### src/rtl/hpcr_pkg.sv
package hpcr_pkg;
  localparam int IDX_W     = 4;
  localparam int QBASE     = 4;
  localparam int HTBA_CLR  = 15;
  localparam int HS_TLZ    = 0;
  localparam int HS_HPRIV  = 2;
  localparam int HS_ID     = 11;

  typedef enum logic [IDX_W-1:0] {
    IX_HTBA    = 4'd0,
    IX_VER     = 4'd1,
    IX_HSTATE  = 4'd2,
    IX_HTSTATE = 4'd3
  } fixed_idx_e;
endpackage

### src/rtl/hpcr_decode.sv
module hpcr_decode
  import hpcr_pkg::*;
#(
  parameter int NUM_Q = 4
) (
  input  logic             acc_en,
  input  logic             acc_wr,
  input  logic [IDX_W-1:0] acc_idx,
  output logic             wr_htba,
  output logic             wr_hstate,
  output logic             wr_htstate,
  output logic [NUM_Q-1:0] wr_head,
  output logic [NUM_Q-1:0] wr_tail,
  output logic             acc_bad
);
  localparam int LAST_IDX = QBASE + 2*NUM_Q - 1;

  logic known;
  logic wr_ok;

  assign known      = int'(acc_idx) <= LAST_IDX;
  assign acc_bad    = acc_en && (!known || (acc_wr && acc_idx == IX_VER));
  assign wr_ok      = acc_en && acc_wr && known;
  assign wr_htba    = wr_ok && (acc_idx == IX_HTBA);
  assign wr_hstate  = wr_ok && (acc_idx == IX_HSTATE);
  assign wr_htstate = wr_ok && (acc_idx == IX_HTSTATE);

  for (genvar q = 0; q < NUM_Q; q++) begin : g_qdec
    assign wr_head[q] = wr_ok && (int'(acc_idx) == QBASE + 2*q);
    assign wr_tail[q] = wr_ok && (int'(acc_idx) == QBASE + 2*q + 1);
  end
endmodule

### src/rtl/hpcr_queue_pair.sv
module hpcr_queue_pair #(
  parameter int DATA_W  = 64,
  parameter bit HAS_IRQ = 1'b1
) (
  input  logic              clk,
  input  logic              rst_n,
  input  logic              wr_head,
  input  logic              wr_tail,
  input  logic [DATA_W-1:0] wdata,
  output logic [DATA_W-1:0] head,
  output logic [DATA_W-1:0] tail,
  output logic              irq
);
  always_ff @(posedge clk) begin
    if (!rst_n) begin
      head <= '0;
      tail <= '0;
    end else begin
      if (wr_head) head <= wdata;
      if (wr_tail) tail <= wdata;
    end
  end

  if (HAS_IRQ) begin : g_irq
    // compares the pointers as they stand after any write, one edge later
    always_ff @(posedge clk) begin
      if (!rst_n) irq <= 1'b0;
      else        irq <= (head != tail);
    end
  end else begin : g_noirq
    assign irq = 1'b0;
  end
endmodule

### src/rtl/hpcr_state_regs.sv
module hpcr_state_regs
  import hpcr_pkg::*;
#(
  parameter int DATA_W = 64,
  parameter int TL_W   = 3
) (
  input  logic              clk,
  input  logic              rst_n,
  input  logic              wr_htba,
  input  logic              wr_hstate,
  input  logic              wr_htstate,
  input  logic [DATA_W-1:0] wdata,
  input  logic [TL_W-1:0]   trap_lvl,
  output logic [DATA_W-1:0] htba,
  output logic [DATA_W-1:0] hstate,
  output logic [DATA_W-1:0] htstate,
  output logic              irq_tlz
);
  localparam logic [DATA_W-1:0] LOW_MASK = (DATA_W'(1) << HTBA_CLR) - DATA_W'(1);
  localparam logic [DATA_W-1:0] ID_BIT   = DATA_W'(1) << HS_ID;

  always_ff @(posedge clk) begin
    if (!rst_n) begin
      htba    <= '0;
      hstate  <= ID_BIT;
      htstate <= '0;
      irq_tlz <= 1'b0;
    end else begin
      if (wr_htba)    htba    <= wdata & ~LOW_MASK;
      if (wr_hstate)  hstate  <= wdata | ID_BIT;
      if (wr_htstate) htstate <= wdata;
      irq_tlz <= hstate[HS_TLZ] && !hstate[HS_HPRIV] && (trap_lvl == '0);
    end
  end
endmodule

### src/rtl/hpcr_bank.sv
module hpcr_bank
  import hpcr_pkg::*;
#(
  parameter int DATA_W = 64,
  parameter int TL_W   = 3,
  parameter int NUM_Q  = 4,
  parameter logic [NUM_Q-1:0] QIRQ_EN = 4'b0111,
  parameter int NWIN   = 8,
  parameter int MAXTL  = 6,
  parameter int MAXGL  = 3
) (
  input  logic              clk,
  input  logic              rst_n,
  input  logic              acc_en,
  input  logic              acc_wr,
  input  logic [IDX_W-1:0]  acc_idx,
  input  logic [DATA_W-1:0] acc_wdata,
  input  logic [TL_W-1:0]   trap_lvl,
  output logic              rsp_valid,
  output logic              rsp_err,
  output logic [DATA_W-1:0] rsp_rdata,
  output logic [NUM_Q-1:0]  irq_queue,
  output logic              irq_tlz
);
  localparam logic [DATA_W-1:0] VER_WORD =
      DATA_W'(NWIN) | (DATA_W'(MAXTL) << 8) | (DATA_W'(MAXGL) << 16);

  logic                           wr_htba, wr_hstate, wr_htstate, acc_bad;
  logic [NUM_Q-1:0]               wr_head, wr_tail;
  logic [DATA_W-1:0]              htba, hstate, htstate;
  logic [NUM_Q-1:0][DATA_W-1:0]   q_head, q_tail;
  logic [DATA_W-1:0]              rd_mux;

  hpcr_decode #(.NUM_Q(NUM_Q)) u_dec (
    .acc_en(acc_en), .acc_wr(acc_wr), .acc_idx(acc_idx),
    .wr_htba(wr_htba), .wr_hstate(wr_hstate), .wr_htstate(wr_htstate),
    .wr_head(wr_head), .wr_tail(wr_tail), .acc_bad(acc_bad)
  );

  hpcr_state_regs #(.DATA_W(DATA_W), .TL_W(TL_W)) u_state (
    .clk(clk), .rst_n(rst_n),
    .wr_htba(wr_htba), .wr_hstate(wr_hstate), .wr_htstate(wr_htstate),
    .wdata(acc_wdata), .trap_lvl(trap_lvl),
    .htba(htba), .hstate(hstate), .htstate(htstate), .irq_tlz(irq_tlz)
  );

  for (genvar q = 0; q < NUM_Q; q++) begin : g_q
    hpcr_queue_pair #(.DATA_W(DATA_W), .HAS_IRQ(QIRQ_EN[q])) u_qp (
      .clk(clk), .rst_n(rst_n),
      .wr_head(wr_head[q]), .wr_tail(wr_tail[q]), .wdata(acc_wdata),
      .head(q_head[q]), .tail(q_tail[q]), .irq(irq_queue[q])
    );
  end

  always_comb begin
    rd_mux = '0;
    if      (acc_idx == IX_HTBA)    rd_mux = htba;
    else if (acc_idx == IX_VER)     rd_mux = VER_WORD;
    else if (acc_idx == IX_HSTATE)  rd_mux = hstate;
    else if (acc_idx == IX_HTSTATE) rd_mux = htstate;
    for (int q = 0; q < NUM_Q; q++) begin
      if (int'(acc_idx) == QBASE + 2*q)     rd_mux = q_head[q];
      if (int'(acc_idx) == QBASE + 2*q + 1) rd_mux = q_tail[q];
    end
  end

  always_ff @(posedge clk) begin
    if (!rst_n) begin
      rsp_valid <= 1'b0;
      rsp_err   <= 1'b0;
      rsp_rdata <= '0;
    end else begin
      rsp_valid <= acc_en;
      if (acc_en) begin
        rsp_err   <= acc_bad;
        rsp_rdata <= (acc_bad || acc_wr) ? '0 : rd_mux;
      end
    end
  end
endmodule

### config.mk
export PLATFORM = sky130hd
export DESIGN_NAME = hpcr_bank
export DESIGN_NICKNAME = d
export VERILOG_FILES = /design/src/rtl/hpcr_pkg.sv /design/src/rtl/hpcr_decode.sv /design/src/rtl/hpcr_queue_pair.sv /design/src/rtl/hpcr_state_regs.sv /design/src/rtl/hpcr_bank.sv
export SDC_FILE = /design/constraint.sdc
export NUM_CORES = 2
export LEC_CHECK = 0
export CAP_MARGIN = 20
export CORE_UTILIZATION = 34
export CTS_BUF_LIST = sky130_fd_sc_hd__clkbuf_4 sky130_fd_sc_hd__clkbuf_8
export CTS_CLUSTER_SIZE = 20
export DETAILED_ROUTE_END_ITERATION = 8
export GPL_TIMING_DRIVEN = 0
export SYNTH_ARGS = -nofsm -noshare
export SYNTH_HDL_FRONTEND = slang
export SYNTH_HIERARCHICAL = 1
export SYNTH_SLANG_ARGS = --single-unit
### constraint.sdc
create_clock -name clk -period 2.54 [get_ports clk]
set_input_delay 0.508 -clock clk [delete_from_list [all_inputs] [get_ports clk]]
set_output_delay 0.508 -clock clk [all_outputs]
set_load 0.01 [all_outputs]
Word level (Yosys, flattened, before mapping)
Index checks and enable logic that the tools add are counted.

cells by class
  mux-type cells = 13
  equal/unequal tests = 14
  reduce and logical (&&, ||, !) cells = 23
  magnitude comparators = 1

operators with widths
  operator                                       count
  two-way mux 64 bit                             13
  inequality test 64 bit                         3
  == test 4 bit, second input constant           8
  logical AND 1 bit                              17
  == test 4 x 2 -> 1 bit, second input constant  2
  == test 4 x 1 -> 1 bit, second input constant  1
  <= comparator 4 bit, second input constant     1
  logical NOT 4 bit                              1
  logical NOT 3 bit                              1
  logical NOT 1 bit                              2
  logical OR 1 bit                               2

word-level totals
  input port bits = 75
  register bits = 758
  output and inout port bits = 71
  logic and storage cells = 69

Longest topological paths before layout
  depth in word-level cells = 14
  mapped depth = 9
  depth with buffers taken out = 7

By module
Netlist, hierarchy kept.

modules (own cells, without submodules)
  module                             sequential area each (um^2)  area an instance (um^2)  times used  cells each
  hpcr_queue_pair (g_q[0].u_qp ...)  2,582.5                      5,485.3                  3           499
  hpcr_bank                          1,321.3                      9,057.4                  1           1,331
  hpcr_state_regs                    3,543.4                      6,856.6                  1           588
  hpcr_queue_pair (g_q[3].u_qp)      2,562.5                      4,913.5                  1           414
  hpcr_decode                        0.0                          116.4                    1           19

Worst setup path before layout
Ideal clock, no wire load.

  kind = input to register
  from = in acc_idx[2]
  to = reg rsp_rdata[0]
  required time = 2.459 ns
  buffers on the path = 3
  arrival = 1.927 ns
  slack = 0.532 ns
  setup time = 0.081 ns
  cell stages on the path = 8
  cell sequence = buf_2 -> or3b_1 -> buf_6 -> buf_6 -> o22ai_1 -> a221oi_1 -> a211o_1 -> a211oi_2

between the ends
  word-level cells in the longest chain between the ends = 14
  elaborated cells between the ends (all ways) = 31
  those cells by class = order compare (1); eq/ne (11); mux (13); reduce/logical (6)

RTL lines
  item                    RTL line         text
  from (decl)             hpcr_bank.sv:16  input logic [IDX_W-1:0] acc_idx,
  == test 4 x 2 -> 1 bit  hpcr_bank.sv:60  else if (acc_idx == IX_HTSTATE) rd_mux = htstate;
  two-way mux 64 bit      hpcr_bank.sv:60
  two-way mux 64 bit      hpcr_bank.sv:59  else if (acc_idx == IX_HSTATE) rd_mux = hstate;
  two-way mux 64 bit      hpcr_bank.sv:58  else if (acc_idx == IX_VER) rd_mux = VER_WORD;
  two-way mux 64 bit      hpcr_bank.sv:57  if (acc_idx == IX_HTBA) rd_mux = htba;
  two-way mux 64 bit      hpcr_bank.sv:62  if (int'(acc_idx) == QBASE + 2*q) rd_mux = q_head[q];
  two-way mux 64 bit      hpcr_bank.sv:63  if (int'(acc_idx) == QBASE + 2*q + 1) rd_mux = q_tail[q];
  two-way mux 64 bit      hpcr_bank.sv:62
  two-way mux 64 bit      hpcr_bank.sv:63
  two-way mux 64 bit      hpcr_bank.sv:62
  two-way mux 64 bit      hpcr_bank.sv:63
  two-way mux 64 bit      hpcr_bank.sv:62
  two-way mux 64 bit      hpcr_bank.sv:63
  two-way mux 64 bit *    hpcr_bank.sv:76  rsp_rdata <= (acc_bad || acc_wr) ? '0 : rd_mux;
  to (signal assigned)    hpcr_bank.sv:76
  to (decl)               hpcr_bank.sv:21  output logic [DATA_W-1:0] rsp_rdata,

Every way passes the cells marked *; elsewhere a longest branch is shown, timed or not.
A chain may end at the register's enable or synchronous reset.

Worst setup path after layout
  from = reg g_q[0].u_qp.tail[42]
  to = reg g_q[0].u_qp.irq

between the ends
  word-level cells in the longest chain between the ends = 1

RTL lines
  item                    RTL line               text
  from (decl)             hpcr_queue_pair.sv:11  output logic [DATA_W-1:0] tail,
  from (signal assigned)  hpcr_queue_pair.sv:20  if (wr_tail) tail <= wdata;
  inequality test 64 bit  hpcr_queue_pair.sv:28  else irq <= (head != tail);
  to (signal assigned)    hpcr_queue_pair.sv:28
  to (decl)               hpcr_queue_pair.sv:12  output logic irq

Every way passes these cells.

==> results.py <==
metrics = {
    "outcome": {
        "outcome": "complete, but fails checks",
        "violations": "negative setup slack",
    },
    "pwr": {
        "power_frac_comb_pct": 11.3,
        "p_sw_mw": 7.96,
        "switching_share_pct": 28.7,
        "pwr-share-clk_pct": 45.0,
        "total_power_mw": 27.7,
        "p_int_mw": 19.7,
        "p_leak_nw": 14.7,
        "pwr-share-seq_pct": 43.7,
        "power_density_mw_per_mm2": 624,
        "irDropWorstVdd_mv": 0.348,
    },
    "global_routing": {
        "grt_start_max_net_pins": 20,
        "grt_pass1_wl_um": 259000,
        "grt_pass1_vias": 30660,
        "grt.total_usage_pct": 33.9,
        "gr-total-overflow": 0,
        "antenna_found_initial": 13,
    },
    "drt": {
        "vias_per_cell": 5.80,
        "routedWlPerCell_um": 34.1,
        "route.detailed.drc": 0,
        "ant_nets": 0,
        "dr.first_iter.drc_count": 4218,
        "first_pass_iters": 5,
        "vias": 33035,
        "wl_um": 194000,
    },
    "timing": {
        "worst_pin_slew_ns": 1.41,
        "fin_crit_sh_pct": 108,
        "setup_viol": 34,
        "rsz0062_at_grt": "yes",
        "slew_viol_final": 0,
        "fin_ws_ns": -0.203,
        "fin_crit_ns": 2.74,
        "fmax_ghz": 0.365,
        "hold_slack_ns": 0.203,
        "relSlewSlack_pct": 6.24,
        "tns_ns": -1.69,
        "fin_skew_ns": 0.0498,
        "hold_viol_final": 0,
    },
    "cts": {
        "cts_tree": "built",
        "clk_latency_ns": 0.88,
        "hold_buffers": 0,
        "cts_max_level": 4,
        "clk_pin_slew_ns": 0.06,
        "cts_buffer_depth": 3,
        "cts-root-buf": "clkbuf_8",
        "numCtsBuffers": 138,
        "clkSinkCount": 758,
    },
    "job": {
        "maxCapViolCount": 0,
    },
    "final_layout": {
        "area.growth.synth_to_final_pct": 18.7,
        "final_cell_mix": "795 x mux2i_1, 756 x dfxtp_1, 694 x nor2b_1",
        "finalInstanceArea_mm2": 0.0444,
        "fin_cells": 5695,
        "nFillCells": 10985,
        "layout.nets": 4255,
        "fin_util_pct": 40.7,
        "multi_input_area_mm2": 0.0206,
        "drive_above_1_share_pct": 13.4,
        "mostFrequentLayoutCell": "mux2i_1",
        "register_area_mm2": 0.0152,
    },
    "setup_path": {
        "arrival_ns": 3.44,
        "path_class": "flip-flop to flip-flop",
        "crit_path_end_kind": "flip-flop",
        "crit_fanout": 3,
        "worstSetupStartpointType": "flip-flop",
        "critPathRequiredTime_ns": 3.23,
    },
    "synthesis": {
        "ys.flop_type": "dfxtp_1",
        "ys_warn_count": 6,
        "synth.avg_cell_area_um2": 9.72,
        "synth.ff_latch_count": 758,
        "seq_area_frac_synth_pct": 40.6,
        "synth_cells": 3849,
        "async_flop_share_pct": 0,
        "synth-edff-count": 0,
        "synth.distinct_cells": 70,
        "synthesis.area_mm2": 0.0374,
    },
    "placed_design": {
        "place_congestion": 1.07,
        "post-dp-hpwl_um": 138000,
        "placed_cell_area_mm2": 0.0411,
        "numPortBuffers": 144,
        "place_ws_ns": -1.86,
        "dp.cells": 5448,
    },
    "die": {
        "dieArea_mm2": 0.111,
        "die_w_um": 334,
        "die_h_um": 334,
        "start_util_pct": 34.3,
        "io_pins": 146,
        "rows": 121,
        "core_mm2": 0.109,
    },
    "min_path": {
        "min_path_type": "primary input to flip-flop",
    },
}
-- synthesized netlist by cell type, types with 5 or more instances --
| cell type | instances | area [um^2] |
|---|---|---|
| a2111oi_0 | 28 | 245 |
| a211o_1 | 15 | 131 |
| a211oi_1 | 9 | 67.6 |
| a211oi_2 | 12 | 150 |
| a21oi_1 | 135 | 676 |
| a221oi_1 | 22 | 193 |
| a222oi_1 | 7 | 70.1 |
| a22o_1 | 17 | 149 |
| a22oi_1 | 5 | 37.5 |
| a32oi_1 | 7 | 61.3 |
| and3_1 | 5 | 31.3 |
| buf_1 | 14 | 52.6 |
| buf_2 | 103 | 515 |
| buf_4 | 34 | 255 |
| buf_6 | 18 | 203 |
| buf_8 | 13 | 195 |
| clkbuf_1 | 138 | 518 |
| dfxtp_1 | 758 | 15200 |
| inv_1 | 27 | 101 |
| mux2_2 | 16 | 180 |
| mux2i_1 | 795 | 7960 |
| nand2_1 | 108 | 405 |
| nand2b_1 | 9 | 56.3 |
| nand3_1 | 29 | 145 |
| nand4_1 | 30 | 188 |
| nor2_1 | 143 | 537 |
| nor2b_1 | 695 | 4350 |
| nor3_1 | 5 | 25.0 |
| nor4_1 | 30 | 188 |
| o21a_1 | 17 | 128 |
| o21ai_0 | 159 | 796 |
| o221ai_1 | 43 | 377 |
| o22a_1 | 29 | 254 |
| o22ai_1 | 117 | 732 |
| o31a_1 | 10 | 87.6 |
| xnor2_1 | 96 | 841 |
| xor2_1 | 96 | 841 |
-- critical path, stage by stage, from the launching register on --
cell	delay, ns
dfxtp_1	0.33
xnor2_1	0.84
nand4_1	0.51
nor4_1	0.35
nand2_1	0.11
o31a_1	0.43
-- timing repair --
item / CTS / global route
gates resized for setup: 128 / 62
setup endpoints to repair: 78 / 50
setup buffers: 3 / 3
pin swaps: 1 / 0
-- state kept, by name, summed over array words and instances, names as in the netlist --
signal           count
u_state/hstate      63
rsp_rdata           64
g_q.u_qp/head      256
rsp_err              1
u_state/htstate     64
u_state/htba        49
rsp_valid            1
g_q.u_qp/tail      256
u_state/irq_tlz      1
g_q.u_qp/irq         3
-- final timing paths --
| path | from | endpoint | slack (ns) | depth (start not counted) |
|---|---|---|---|---|
| max | g_q[0].u_qp/tail[42] | g_q[0].u_qp/irq | -0.20 | 5 |
| min reg2reg | rsp_rdata[25] | rsp_rdata[25] | 0.46 | 2 |
| max reg2reg | g_q[0].u_qp/tail[42] | g_q[0].u_qp/irq | -0.20 | 5 |
| min | trap_lvl[0] | u_state/irq_tlz | 0.20 | 2 |
-- cell type report --
cell class                 instances  share of cell area, %
clock buffer                     211                   5.95
multi-input combinational       2754                   46.3
buffer                           320                   4.38
antenna                            2                 0.0113
tap                             1414                   3.99
inverter                          29                  0.257
clock inverter                    28                  0.505
sequential                       758                   34.2
timing repair buffer             179                   4.36
-- cells by family (layout without fill, tap and decap cells) --
| logic type | count (synthesis) | in the layout | share of synthesized area (%) |
|---|---|---|---|
| and+or+nand+nor | 1072 | 1072 | 16.3 |
| muxes | 811 | 811 | 21.8 |
| DFF | 758 | 758 | 40.6 |
| AOI/OAI and AO/OA | 662 | 662 | 11.8 |
| buffers and inverters | 351 | 767 | 5.01 |
| xor gates and xnor gates | 192 | 192 | 4.50 |
| other | 3 | 19 | 0.0301 |
-- power by group through the flow --
| stage | logic (mW) | clock network [mW] | registers (mW) |
|---|---|---|---|
| 5_1_grt | 3.10 | 13.1 | 12.1 |
| 4_1_cts | 2.94 | 12.5 | 12.1 |
| 3_5_place_dp | 2.90 | 0 | 12.4 |
| 3_3_place_gp | 2.84 | 0 | 12.4 |
| 2_1_floorplan | 1.28 | 0 | 12.3 |
| 6_report | 3.12 | 12.5 | 12.1 |
-- layer usage --
metal  track usage, %  up-vias  part of all wire [%]  routed length (um)
li1                 -    14194                     -                   -
met1             44.5    16219                    41               80300
met2             47.9     2116                    40               78500
met3             10.6      500                    11               22300
met4             20.6        6                   6.7               13000
met5                0        -                 0.022                  43
Power figures use the tool's default switching activity.
